## src/rtl/mbs_pkg.sv

```systemverilog
`timescale 1ns/1ps
package mbs_pkg;
  localparam int MC_LEN   = 12;
  localparam int HALF_LEN = MC_LEN / 2;
  localparam int ALE_LEN  = 2;
  localparam int PS_LEAD  = 1;   // latch-enable fall to program strobe
  localparam int XS_LEAD  = 3;   // latch-enable fall to data strobe
  localparam int WD_LEAD  = 7;   // write data ahead of strobe rise
  localparam int PH_W     = $clog2(MC_LEN);

  typedef logic [PH_W-1:0] phase_t;

  localparam phase_t P_LAST     = phase_t'(MC_LEN - 1);
  localparam phase_t P_HALF     = phase_t'(HALF_LEN);
  localparam phase_t P_ALE_END  = phase_t'(ALE_LEN);
  localparam phase_t P_ADR_LAST = phase_t'(ALE_LEN);
  localparam phase_t P_PS_FIRST = phase_t'(ALE_LEN + PS_LEAD);
  localparam phase_t P_XS_FIRST = phase_t'(ALE_LEN + XS_LEAD);
  localparam phase_t P_XS_LAST  = phase_t'(ALE_LEN + XS_LEAD + HALF_LEN - 1);
  localparam phase_t P_WD_FIRST = phase_t'(ALE_LEN + XS_LEAD + HALF_LEN - WD_LEAD);

  typedef enum logic [2:0] {
    ACC_IDLE,
    ACC_INT,
    ACC_FETCH,
    ACC_READ,
    ACC_WRITE
  } acc_e;
endpackage

```

## src/rtl/mbs_phase_ctr.sv

```systemverilog
`timescale 1ns/1ps
module mbs_phase_ctr
  import mbs_pkg::*;
(
  input  logic   clk_i,
  input  logic   rst_ni,
  output phase_t phase_o,
  output logic   live_o,
  output logic   last_o
);
  phase_t phase_q;
  logic   live_q;

  always_ff @(posedge clk_i or negedge rst_ni) begin
    if (!rst_ni) begin
      phase_q <= '0;
      live_q  <= 1'b0;
    end else begin
      live_q <= 1'b1;
      if (live_q) phase_q <= (phase_q == P_LAST) ? '0 : phase_q + 1'b1;
    end
  end

  assign phase_o = phase_q;
  assign live_o  = live_q;
  assign last_o  = live_q && (phase_q == P_LAST);
endmodule

```

## src/rtl/mbs_accept.sv

```systemverilog
`timescale 1ns/1ps
module mbs_accept
  import mbs_pkg::*;
#(
  parameter int ADDR_W    = 16,
  parameter int DATA_W    = 8,
  parameter int INT_LIMIT = 8192
) (
  input  logic                 clk_i,
  input  logic                 rst_ni,
  input  logic                 last_i,
  input  logic                 req_i,
  input  logic [1:0]           op_i,
  input  logic [ADDR_W-1:0]    addr_i,
  input  logic [DATA_W-1:0]    wdata_i,
  input  logic                 ea_i,
  output logic                 ack_o,
  output acc_e                 acc_o,
  output logic [DATA_W-1:0]    addr_lo_o,
  output logic [DATA_W-1:0]    wdata_o,
  output logic [ADDR_W-DATA_W-1:0] ahi_o
);
  localparam int HI_W = ADDR_W - DATA_W;
  localparam logic [ADDR_W:0] LIMIT = (ADDR_W + 1)'(INT_LIMIT);

  acc_e              kind, acc_q;
  logic [DATA_W-1:0] alo_q, wd_q;
  logic [HI_W-1:0]   ahi_q;

  always_comb begin
    if (op_i[1])                                kind = op_i[0] ? ACC_WRITE : ACC_READ;
    else if (ea_i && ({1'b0, addr_i} < LIMIT))  kind = ACC_INT;
    else                                        kind = ACC_FETCH;
  end

  always_ff @(posedge clk_i or negedge rst_ni) begin
    if (!rst_ni) begin
      acc_q <= ACC_IDLE;
      alo_q <= '0;
      wd_q  <= '0;
      ahi_q <= '0;
    end else if (last_i) begin
      acc_q <= req_i ? kind : ACC_IDLE;
      if (req_i) begin
        alo_q <= addr_i[DATA_W-1:0];
        wd_q  <= wdata_i;
        if (kind != ACC_INT) ahi_q <= addr_i[ADDR_W-1:DATA_W];
      end
    end
  end

  assign ack_o     = last_i && req_i;
  assign acc_o     = acc_q;
  assign addr_lo_o = alo_q;
  assign wdata_o   = wd_q;
  assign ahi_o     = ahi_q;
endmodule

```

## src/rtl/mbs_strobes.sv

```systemverilog
`timescale 1ns/1ps
module mbs_strobes
  import mbs_pkg::*;
(
  input  logic   live_i,
  input  phase_t phase_i,
  input  acc_e   acc_i,
  output logic   ale_o,
  output logic   psen_no,
  output logic   rd_no,
  output logic   wr_no,
  output logic   ad_oe_o,
  output logic   sel_data_o,
  output logic   cap_o
);
  logic   second, is_data, in_xs;
  phase_t hp;

  always_comb begin
    second  = phase_i >= P_HALF;
    hp      = second ? phase_i - P_HALF : phase_i;
    is_data = (acc_i == ACC_READ) || (acc_i == ACC_WRITE);
    in_xs   = (phase_i >= P_XS_FIRST) && (phase_i <= P_XS_LAST);

    ale_o   = live_i && (hp < P_ALE_END) && !(is_data && second);
    psen_no = !((acc_i == ACC_FETCH) && (hp >= P_PS_FIRST));
    rd_no   = !((acc_i == ACC_READ) && in_xs);
    wr_no   = !((acc_i == ACC_WRITE) && in_xs);

    unique case (acc_i)
      ACC_FETCH: ad_oe_o = hp <= P_ADR_LAST;
      ACC_READ:  ad_oe_o = phase_i <= P_ADR_LAST;
      ACC_WRITE: ad_oe_o = 1'b1;
      default:   ad_oe_o = 1'b0;
    endcase

    sel_data_o = (acc_i == ACC_WRITE) && (phase_i >= P_WD_FIRST);
    // capture on the edge where the first fetch strobe or the read strobe rises
    cap_o = ((acc_i == ACC_FETCH) && (phase_i == P_HALF - 1'b1)) ||
            ((acc_i == ACC_READ)  && (phase_i == P_XS_LAST));
  end
endmodule

```

## src/rtl/mbs_port.sv

```systemverilog
`timescale 1ns/1ps
module mbs_port #(
  parameter int DATA_W = 8
) (
  input  logic              clk_i,
  input  logic              rst_ni,
  input  logic              sel_data_i,
  input  logic              cap_i,
  input  logic [DATA_W-1:0] addr_lo_i,
  input  logic [DATA_W-1:0] wdata_i,
  input  logic [DATA_W-1:0] ad_i,
  output logic [DATA_W-1:0] ad_o,
  output logic [DATA_W-1:0] rdata_o,
  output logic              rvalid_o
);
  logic [DATA_W-1:0] rdata_q;
  logic              rvalid_q;

  always_ff @(posedge clk_i or negedge rst_ni) begin
    if (!rst_ni) begin
      rdata_q  <= '0;
      rvalid_q <= 1'b0;
    end else begin
      rvalid_q <= cap_i;
      if (cap_i) rdata_q <= ad_i;
    end
  end

  assign ad_o     = sel_data_i ? wdata_i : addr_lo_i;
  assign rdata_o  = rdata_q;
  assign rvalid_o = rvalid_q;
endmodule

```

## src/rtl/mem_bus_seq.sv

```systemverilog
`timescale 1ns/1ps
module mem_bus_seq
  import mbs_pkg::*;
#(
  parameter int ADDR_W    = 16,
  parameter int DATA_W    = 8,
  parameter int INT_LIMIT = 8192
) (
  input  logic                     clk_i,
  input  logic                     rst_ni,
  input  logic                     req_i,
  input  logic [1:0]               op_i,
  input  logic [ADDR_W-1:0]        addr_i,
  input  logic [DATA_W-1:0]        wdata_i,
  input  logic                     ea_i,
  output logic                     ack_o,
  output logic [DATA_W-1:0]        rdata_o,
  output logic                     rvalid_o,
  output logic                     ale_o,
  output logic                     psen_no,
  output logic                     rd_no,
  output logic                     wr_no,
  output logic [DATA_W-1:0]        ad_o,
  output logic                     ad_oe_o,
  input  logic [DATA_W-1:0]        ad_i,
  output logic [ADDR_W-DATA_W-1:0] ahi_o
);
  phase_t            phase;
  logic              live, last, sel_data, cap;
  acc_e              acc;
  logic [DATA_W-1:0] alo, wd;

  mbs_phase_ctr u_ctr (
    .clk_i   (clk_i),
    .rst_ni  (rst_ni),
    .phase_o (phase),
    .live_o  (live),
    .last_o  (last)
  );

  mbs_accept #(
    .ADDR_W    (ADDR_W),
    .DATA_W    (DATA_W),
    .INT_LIMIT (INT_LIMIT)
  ) u_acc (
    .clk_i     (clk_i),
    .rst_ni    (rst_ni),
    .last_i    (last),
    .req_i     (req_i),
    .op_i      (op_i),
    .addr_i    (addr_i),
    .wdata_i   (wdata_i),
    .ea_i      (ea_i),
    .ack_o     (ack_o),
    .acc_o     (acc),
    .addr_lo_o (alo),
    .wdata_o   (wd),
    .ahi_o     (ahi_o)
  );

  mbs_strobes u_stb (
    .live_i     (live),
    .phase_i    (phase),
    .acc_i      (acc),
    .ale_o      (ale_o),
    .psen_no    (psen_no),
    .rd_no      (rd_no),
    .wr_no      (wr_no),
    .ad_oe_o    (ad_oe_o),
    .sel_data_o (sel_data),
    .cap_o      (cap)
  );

  mbs_port #(.DATA_W(DATA_W)) u_port (
    .clk_i      (clk_i),
    .rst_ni     (rst_ni),
    .sel_data_i (sel_data),
    .cap_i      (cap),
    .addr_lo_i  (alo),
    .wdata_i    (wd),
    .ad_i       (ad_i),
    .ad_o       (ad_o),
    .rdata_o    (rdata_o),
    .rvalid_o   (rvalid_o)
  );
endmodule

```

## config.mk

```make
export PLATFORM = sky130hd
export DESIGN_NAME = mem_bus_seq
export DESIGN_NICKNAME = d
export VERILOG_FILES = /design/src/rtl/mbs_pkg.sv /design/src/rtl/mbs_phase_ctr.sv /design/src/rtl/mbs_accept.sv /design/src/rtl/mbs_strobes.sv /design/src/rtl/mbs_port.sv /design/src/rtl/mem_bus_seq.sv
export SDC_FILE = /design/constraint.sdc
export NUM_CORES = 1
export LEC_CHECK = 0
export ABC_CLOCK_PERIOD_IN_PS = 2600
export BUFFER_PORTS_ARGS = -buffer_cell sky130_fd_sc_hd__buf_2
export CAP_MARGIN = 20
export CELL_PAD_IN_SITES_DETAIL_PLACEMENT = 0
export CELL_PAD_IN_SITES_GLOBAL_PLACEMENT = 1
export CORE_MARGIN = 8
export CORE_UTILIZATION = 39
export DETAILED_ROUTE_END_ITERATION = 12
export PLACE_DENSITY = 0.82
export SETUP_SLACK_MARGIN = 0.02
export SLEW_MARGIN = 20
export SYNTH_ARGS = -nofsm -noshare
export SYNTH_HDL_FRONTEND = slang
export SYNTH_SLANG_ARGS = --single-unit
```

## constraint.sdc

```tcl
create_clock -name clk_i -period 2.6 [get_ports clk_i]
set_input_delay 0.65 -clock clk_i [delete_from_list [all_inputs] [get_ports clk_i]]
set_output_delay 0.65 -clock clk_i [all_outputs]
set_load 0.03 [all_outputs]
```

# Word-level counts from Yosys, hierarchy flattened
# Index checks and enable logic that the tools add are counted.
dict set report word_totals {
  output_inout_bits 31
  ff_bits 41
  word_cells 55
  inputBits 38
}
dict set report classes {
  eq_ne 7
  n_mux 8
  n_reduce_logical 21
  n_addsub 2
  n_lt_le_gt_ge 9
}
# op n
set op_table {}
lappend op_table {{16-bit by 14-bit less-than comparator with 1-bit output, second input constant} 1}
lappend op_table {{1-bit logical AND} 13}
lappend op_table {{4-bit by 3-bit >= comparator with 1-bit output, second input constant} 3}
lappend op_table {{3-bit two-way mux} 3}
lappend op_table {{4-bit == test, second input constant} 2}
lappend op_table {{4-bit by 2-bit less-or-equal comparator with 1-bit output, second input constant} 2}
lappend op_table {{4-bit two-way mux} 2}
lappend op_table {{8-bit two-way mux} 1}
lappend op_table {{3-bit by 2-bit == test with 1-bit output, second input constant} 2}
lappend op_table {{4-bit by 1-bit adder with 4-bit output, second input constant} 1}
lappend op_table {{4-bit by 3-bit == test with 1-bit output, second input constant} 1}
lappend op_table {{4-bit by 2-bit >= comparator with 1-bit output, second input constant} 1}
lappend op_table {{4-bit less-or-equal comparator, second input constant} 1}
lappend op_table {{1-bit logical NOT} 4}
lappend op_table {{4-bit by 2-bit less-than comparator with 1-bit output, second input constant} 1}
lappend op_table {{4-bit by 3-bit subtractor with 4-bit output, second input constant} 1}
lappend op_table {{3-bit == test, second input constant} 1}
lappend op_table {{3-bit by 1-bit inequality test with 1-bit output, second input constant} 1}
lappend op_table {{1-bit case mux with 3 select lines} 1}
lappend op_table {{3-bit AND reduction} 1}
lappend op_table {{1-bit logical OR} 2}
lappend op_table {{2-bit two-way mux} 1}
lappend op_table {{2-bit AND reduction} 1}

# Longest topological paths before layout
# Gate-level depths: netlist of the first run.
dict set report logic_depth {
  depth_word 6
  mapped_depth 7
  depth_no_buf 6
}

# By module
# Synthesis of the first run repeated with hierarchy kept, for this count alone.
dict set report hier_totals {
  hier_cells 193
  area_unflattened_um2 2075.7
}
# mod area_per_inst_um2 n_inst cells_each seq_area_each_um2
set by_module_without_submodules {}
lappend by_module_without_submodules {mbs_accept 1057.3 1 101 675.6}
lappend by_module_without_submodules {mbs_port 488.0 1 27 225.2}
lappend by_module_without_submodules {mbs_strobes 291.5 1 44 0.0}
lappend by_module_without_submodules {mbs_phase_ctr 239.0 1 21 125.1}

# Worst setup path after synthesis of the first run
# Ideal clock, no wire load.
dict set report synth_path {
  path_type {register to output}
  from {reg u_ctr.phase_q[1] (netlist: u_ctr.phase_o[1])}
  to {out ad_oe_o}
  required_time_ns 1.950
  n_path_buf 0
  setup_slack_ns -0.488
  stages_incl_launch_ff 6
  arrival_ns 2.438
  cell_sequence {dfrtp_1 ha_1 nor2b_1 a2111oi_0 a311oi_1 o41ai_1}
}
dict set report synth_between {
  elab_chain_cells 4
  word_cells_on_any_way 6
  classes_between {1 x add/sub; 3 x order compare; 2 x mux}
}
# item line_no
set synth_rtl {}
lappend synth_rtl {{start, declared} mbs_phase_ctr.sv:11} ;# phase_t phase_q;
lappend synth_rtl {{start signal, assigned} mbs_phase_ctr.sv:20} ;# if (live_q) phase_q <= (phase_q == P_LAST) ? '0 : phase_q + 1'b1;
lappend synth_rtl {{4-bit by 3-bit subtractor with 4-bit output or 4-bit by 3-bit >= comparator with 1-bit output (tied branches)} {mbs_strobes.sv:21, mbs_strobes.sv:20}}
lappend synth_rtl {{4-bit two-way mux} mbs_strobes.sv:21} ;# hp = second ? phase_i - P_HALF : phase_i;
lappend synth_rtl {{4-bit by 2-bit less-or-equal comparator with 1-bit output} mbs_strobes.sv:31} ;# ACC_FETCH: ad_oe_o = hp <= P_ADR_LAST;
lappend synth_rtl {{1-bit case mux with 3 select lines (*)} mbs_strobes.sv:30} ;# unique case (acc_i)
lappend synth_rtl {{end, declared} mem_bus_seq.sv:24} ;# output logic ad_oe_o,
# Every way passes the cells marked *; elsewhere a longest branch is shown, timed or not.

# Worst setup path after layout of the first run
dict set report layout_path {
  from {reg u_ctr.phase_q[2] (netlist: u_ctr.phase_o[2])}
  to {out psen_no}
}
dict set report layout_between {
  elab_chain_cells 5
  word_cells_on_any_way 6
  classes_between {1 x add/sub; 2 x order compare; 1 x mux; 2 x reduce/logical}
}
# item line_no
set layout_rtl {}
lappend layout_rtl {{4-bit by 3-bit subtractor with 4-bit output or 4-bit by 3-bit >= comparator with 1-bit output (tied branches)} {mbs_strobes.sv:21, mbs_strobes.sv:20}}
lappend layout_rtl {{4-bit two-way mux (*)} mbs_strobes.sv:21}
lappend layout_rtl {{4-bit by 2-bit >= comparator with 1-bit output (*)} mbs_strobes.sv:26} ;# psen_no = !((acc_i == ACC_FETCH) && (hp >= P_PS_FIRST));
lappend layout_rtl {{1-bit logical AND (*)} mbs_strobes.sv:26}
lappend layout_rtl {{1-bit logical NOT (*)} mbs_strobes.sv:26}
lappend layout_rtl {{end, declared} mem_bus_seq.sv:20} ;# output logic psen_no,
# Marked as above.

==> summary.md, run 1 <==
| Metric | Value |
|---|---|
| Area of the mapped netlist | 2070 sq um |
| First-iteration detailed-routing DRC count | 36 |
| Max Clock Freq | 395 MHz |
| Setup violations, final | 0 |
| Critical path peak fanout | 4 |
| Peak VDD IR | 0.000687 V |
| Register area share after synthesis | 0.495 |
| Final setup margin | 0.0652 ns |
| Clock skew | 0.00472 ns |
| Synth-to-layout area growth | 30.2% |
| Synth Area in Compound Gates | 0.0591 |
| Critical path endpoint category | output port |
| Post-synthesis simple-gate area fraction | 0.103 |
| Clk Latency, worst-skew pair | 0.28 ns |
| Top Ports | 69 |
| Antenna cells | 0 |
| Min-delay worst type | in2async |
| H-tree Lvls | 2 |
| Post-Synthesis Cells | 159 |
| Post-cts hold buffer count | 0 |
| Worst-path clk slew | 0.08 ns |
| HPWL after DPL | 3530 um |
| RSZ-0062 raised after global routing | yes |
| TritonCTS Sinks | 41 |
| Placed cell area | 2530 sq um |
| Power Density | 1280 nW/um^2 |
| Mux cell area share after synthesis | 0.256 |
| Final min period | 2.53 ns |
| DR WL/cell | 14.8 um |
| Grt total ovfl | 0 |
| DIE AREA | 7900 sq um |
| Layout cells sized above 1 | 0.586 |
| Die width | 88.9 um |
| #FFs+latches synth | 41 |
| Syn_area_per_cell | 13.0 sq um |
| Core ar. | 5110 sq um |
| Residual DRC | 0 |
| Design Area, Final | 2700 sq um |
| Vias in the first global route | 1567 |
| Die Height | 88.9 um |
| Post-synth cell types | 38 |
| Largest net degree at the start of global routing | 23 |
| Top_reg_cell synth | dfrtp_1 |
| Syn. warnings | 0 |
| Max cap viols | 0 |
| WP data arrival | 1.88 ns |
| Final core area utilization | 0.529 |
| Vias | 1472 |
| Vias/cell | 4.76 |
| Period utilization | 0.975 |
| GPL Wtd Cong | 0.845 |
| Clock Tree Buf Depth | 2 |
| Status | completed |
| Initial antenna violation count | 0 |
| Largest family of logic cells by synthesized area | multiplexers |
| Final WL | 4590 um |
| # fillers | 480 |
| Post-route ant nets | 0 |
| First-pass GRT wire length | 7700 um |
| Post-Synth XOR/XNOR Area | 0.00845 |
| CTS buffer count | 5 |
| Post-synth ARST share | 1.00 |
| Slew Limit Fails | 0 |
| Post-synth EDFFs | 0 |
| PortBufs | 68 |
| Total GRT Usage | 0.126 |
| Startpoint Class | flip-flop |
| Fin nets | 282 |
| CTS tree | done |
| P_leak | 1.39 nW |
| Row count | 26 |
| Class of the most critical setup path | reg2out |
| Syn nets | 203 |
| Synth Area in Adders | 0.0362 |
| Starting density of the core | 0.406 |
| Total power | 3.47 mW |
| Crit path required time | 1.95 ns |
| Pre-CTS setup slack | 0.137 ns |
| Clock root cell | clkbuf_8 |
| Final Hold Vio Count | 0 |
| TritonRoute pass-1 iters | 4 |
cells in the final DEF (no fill, tap or decap), types with 2 or more instances in the layout:
cell,n
buf_2,66
nor2_1,7
a21oi_1,3
nand3_1,3
dfrtp_2,2
o21ai_0,6
nor3_1,2
clkbuf_8,7
nor2b_1,5
ha_1,4
inv_1,6
buf_4,11
mux2_4,16
nand2_1,9
dfrtp_1,39
mux2_2,24
worst paths after layout:
path,from,end,slack [ns],depth (start not counted)
setup / recovery,u_ctr.phase_o[2],psen_no,0.07,7
hold / removal,rst_ni,u_port.rdata_o[3],0.31,1
setup reg to reg,u_ctr.phase_o[0],u_acc.ahi_o[1],0.49,7
hold reg to reg,u_port.rdata_o[1],u_port.rdata_o[1],0.48,1
max in group asynchronous,rst_ni,u_ctr.phase_o[3],1.64,2
min in group clk_i,u_port.rdata_o[1],u_port.rdata_o[1],0.48,1
flip-flops by register name (all words and copies together) (netlist names):
signal,flops
u_acc.addr_lo_o,8
u_port.rvalid_o,1
u_ctr.live_o,1
u_acc.acc_o,3
u_port.rdata_o,8
u_ctr.phase_o,4
u_acc.ahi_o,8
u_acc.wdata_o,8
layout make-up:
cell class	instances	area, sq um	area share
clock buffer	7	96.3	0.0357
multi-input combinational	106	1040	0.384
inverter	6	22.5	0.00834
clock inverter	1	5.00	0.00185
sequential	41	1030	0.381
timing repair buffer	78	424	0.157
tap	70	87.6	0.0324
synthesized netlist by cell type (all sizes together), types with 2 or more instances:
library cell  number  area [sq um]
dfrtp             41          1030
mux2              41           522
nand2             10          53.8
nor2               8          32.5
o21ai              7          35.0
ha                 6          75.1
inv                6          22.5
nor2b              6          37.5
buf                5          56.3
nor3               4          31.3
a21oi              3          15.0
nand3              3          15.0
a311oi             2          17.5
and2               2          15.0
worst max-delay path: stages, from the launching register on:
cell	delay, ns
dfrtp_1	0.40
ha_2	0.18
buf_4	0.14
mux2i_1	0.12
a311oi_2	0.37
buf_4	0.17
nand2_1	0.04
buf_2	0.18
routing by layer:
layer  routed length [um]  up-vias  part of all wire  track usage
li1                     -      715                 -            -
met1                 2050      699              0.45        0.159
met2                 2050       50              0.45        0.186
met3                  411        8             0.090       0.0588
met4                   71        0             0.015       0.0369
met5                    0        -                 0            0
what timing repair did:
| item | 4_1_cts | 5_1_grt |
|---|---|---|
| buffers inserted | 0 | 1 |
| pin swaps | 1 | 3 |
| gates resized for setup | 4 | 11 |
| setup endpoints to repair | 2 | 12 |
metrics by stage:
stage               TNS [ns]  cells  hold slack (ns)
floorplan                  0    159            0.354
global placement           0    300            0.462
detailed placement         0    300            0.471
CTS                        0    308            0.311
global route         -0.0670    309            0.335
finish                     0    309            0.306
report_power, final:
group / internal [mW] / switching [mW]
combinational: 0.839 / 1.09
sequential: 0.919 / 0.179
clock: 0.240 / 0.203
total: 2.00 / 1.47
logic make-up after synthesis:
group	after synthesis
xor+xnor	2
flops	41
compound gates	19
simple gates	36
other cells	1
fa+ha+maj	6
buf+inv	12
mux	42
Note: power is estimated with default switching activity, not from simulation.
==> run 2, diff against run 1 <==
--- a/config.mk
+++ b/config.mk
@@ -13,5 +13,5 @@
 export CORE_MARGIN = 8
-export CORE_UTILIZATION = 39
+export CORE_UTILIZATION = 36
 export DETAILED_ROUTE_END_ITERATION = 12
-export PLACE_DENSITY = 0.82
+export PLACE_DENSITY = 0.77
 export SETUP_SLACK_MARGIN = 0.02
--- a/constraint.sdc
+++ b/constraint.sdc
@@ -3,2 +3,2 @@
 set_output_delay 0.65 -clock clk_i [all_outputs]
-set_load 0.03 [all_outputs]
+set_load 0.1 [all_outputs]
==> summary.md, run 2 (synthesis gave the netlist of run 1 again) <==
| Metric | Value |
|---|---|
| Class of the most critical setup path | reg2out |
| Most frequent cells in the layout | buf_2 (54), dfrtp_1 (38), mux2_2 (24) |
| Startpoint Class | flip-flop |
| Row count | 27 (+3.8%) |
| Worst-Margin Slew | 0.652 ns |
| Most common cell after layout, fill and taps aside | buf_2 |
| CTS buffer count | 5 (unchanged) |
| Layout cells sized above 1 | 0.607 (+0.0208) |
| Core ar. | 5540 sq um (+8.5%) |
| Design Area, Final | 2950 sq um (+9.2%) |
| First-pass GRT wire length | 8170 um (+6.1%) |
| Critical path peak fanout | 7 (+3) |
| Status | completed |
| Placed cell area | 2770 sq um (+9.8%) |
| Synth-to-layout area growth | 42.2% |
| Max Clock Freq | 385 MHz (-2.3%) |
| Relative slew slack | 0.565 |
| H-tree Lvls | 2 (unchanged) |
| Vias in the first global route | 1654 (+5.6%) |
| HPWL after DPL | 3770 um (+6.6%) |
| Min-delay worst type | in2async |
| Total GRT Usage | 0.118 (-0.00813) |
| Initial antenna violation count | 0 (unchanged) |
| WP data arrival | 1.94 ns (+0.06 ns) |
| Top Ports | 69 (unchanged) |
| RSZ-0062 raised after global routing | yes |
| Final WL | 4830 um (+5.3%) |
| Vias/cell | 4.72 (-0.95%) |
| TritonCTS Sinks | 41 (unchanged) |
| Fin nets | 287 (+1.8%) |
| Residual DRC | 0 (unchanged) |
| Final min period | 2.59 ns (+0.0599 ns) |
| Clk Latency, worst-skew pair | 0.30 ns (+0.02 ns) |
| Vias | 1491 (+1.3%) |
| Starting density of the core | 0.374 (-0.0317) |
| DR WL/cell | 15.3 um (+2.9%) |
| Antenna cells | 0 (unchanged) |
| Post-cts hold buffer count | 0 (unchanged) |
| PortBufs | 68 (unchanged) |
| Slew Limit Fails | 0 (unchanged) |
| Post-route ant nets | 0 (unchanged) |
| GPL Wtd Cong | 0.827 (-2.2%) |
| Period utilization | 0.998 (+0.0230) |
| DIE AREA | 8440 sq um (+6.8%) |
| Crit path required time | 1.95 ns (about the same) |
| CTS tree | done |
| Die width | 91.9 um (+3.4%) |
| Largest net degree at the start of global routing | 31 (+35%) |
| Clock skew | 0.0101 ns (+0.00541 ns) |
| Critical path endpoint category | output port |
| Clock root cell | clkbuf_8 |
| Worst-path clk slew | 0.09 ns (about the same) |
| Setup violations, final | 0 (unchanged) |
| Final Hold Vio Count | 0 (unchanged) |
| Die Height | 91.9 um (+3.4%) |
| Max cap viols | 0 (unchanged) |
| Grt total ovfl | 0 (unchanged) |
| First-iteration detailed-routing DRC count | 20 (-44%) |
| Clock Tree Buf Depth | 2 (unchanged) |
| TritonRoute pass-1 iters | 3 (-1) |
## run 2: cell types whose count changed in the layout (fill, tap and decap cells not counted), sizes merged
cell,delta
clkbuf,-2
inv,+1
clkinvlp,+1
buf,+5
## run 2: final timing paths
check / end / cells after the start / start / slack [ns]
max in group asynchronous: u_acc.ahi_o[7] / 2 / rst_ni / 1.66
worst max-delay path: ad_oe_o / 6 / u_ctr.phase_o[2] / 0.005
worst max register to register: u_acc.addr_lo_o[5] / 7 / u_ctr.phase_o[1] / 0.51
worst min register to register: u_port.rdata_o[1] / 1 / u_port.rdata_o[1] / 0.50
worst min-delay path: u_acc.wdata_o[3] / 1 / rst_ni / 0.38
min in group clk_i: u_port.rdata_o[1] / 1 / u_port.rdata_o[1] / 0.50
## run 2: critical path: stages (launching register included)
cell	delay [ns]
dfrtp_2	0.48
ha_4	0.20
nor2b_4	0.14
a2111oi_4	0.20
a311oi_2	0.10
o41ai_4	0.29
buf_12	0.22
## run 2: cell type report
cell class	instances	area, sq um
clock buffers	5	68.8
clock inverters	3	21.3
fillers	515	2590
inverters	6	22.5
multi-input cells	106	1050
flip-flops and latches	41	1030
well taps	72	90.1
repair buffers	83	666
## run 2: through the flow
| step | instances | setup TNS (ns) | util | setup WS (ns) | hold slack [ns] |
|---|---|---|---|---|---|
| 3_5_place_dp | 301 | 0 | 0.501 | 0.177 | 0.477 |
| 6_report | 316 | 0 | 0.532 | 0.00530 | 0.376 |
| 2_1_floorplan | 159 | -0.198 | - | -0.198 | 0.354 |
| 3_3_place_gp | 301 | 0 | 0.501 | 0.201 | 0.469 |
| 4_1_cts | 314 | -0.00535 | 0.524 | -0.00535 | 0.403 |
| 5_1_grt | 316 | -0.627 | 0.532 | -0.0818 | 0.427 |
## run 2: metal layers
layer / share of wire / global-route usage / vias to the layer above
li1: - / - / 728
met1: 0.45 / 0.148 / 708
met2: 0.46 / 0.179 / 47
met3: 0.069 / 0.0505 / 8
met4: 0.016 / 0.0336 / 0
met5: 0 / 0 / -
## run 2: timing repair
action,4_1_cts,5_1_grt
setup buffers,5,2
endpoints found under the setup margin,12,12
pin swaps,0,3
hold endpoints to repair,0,0
resized for setup,4,10
Power of run 2 is not shown: default switching activity piles up to over one toggle a cycle in this logic, so the estimate is an artifact.
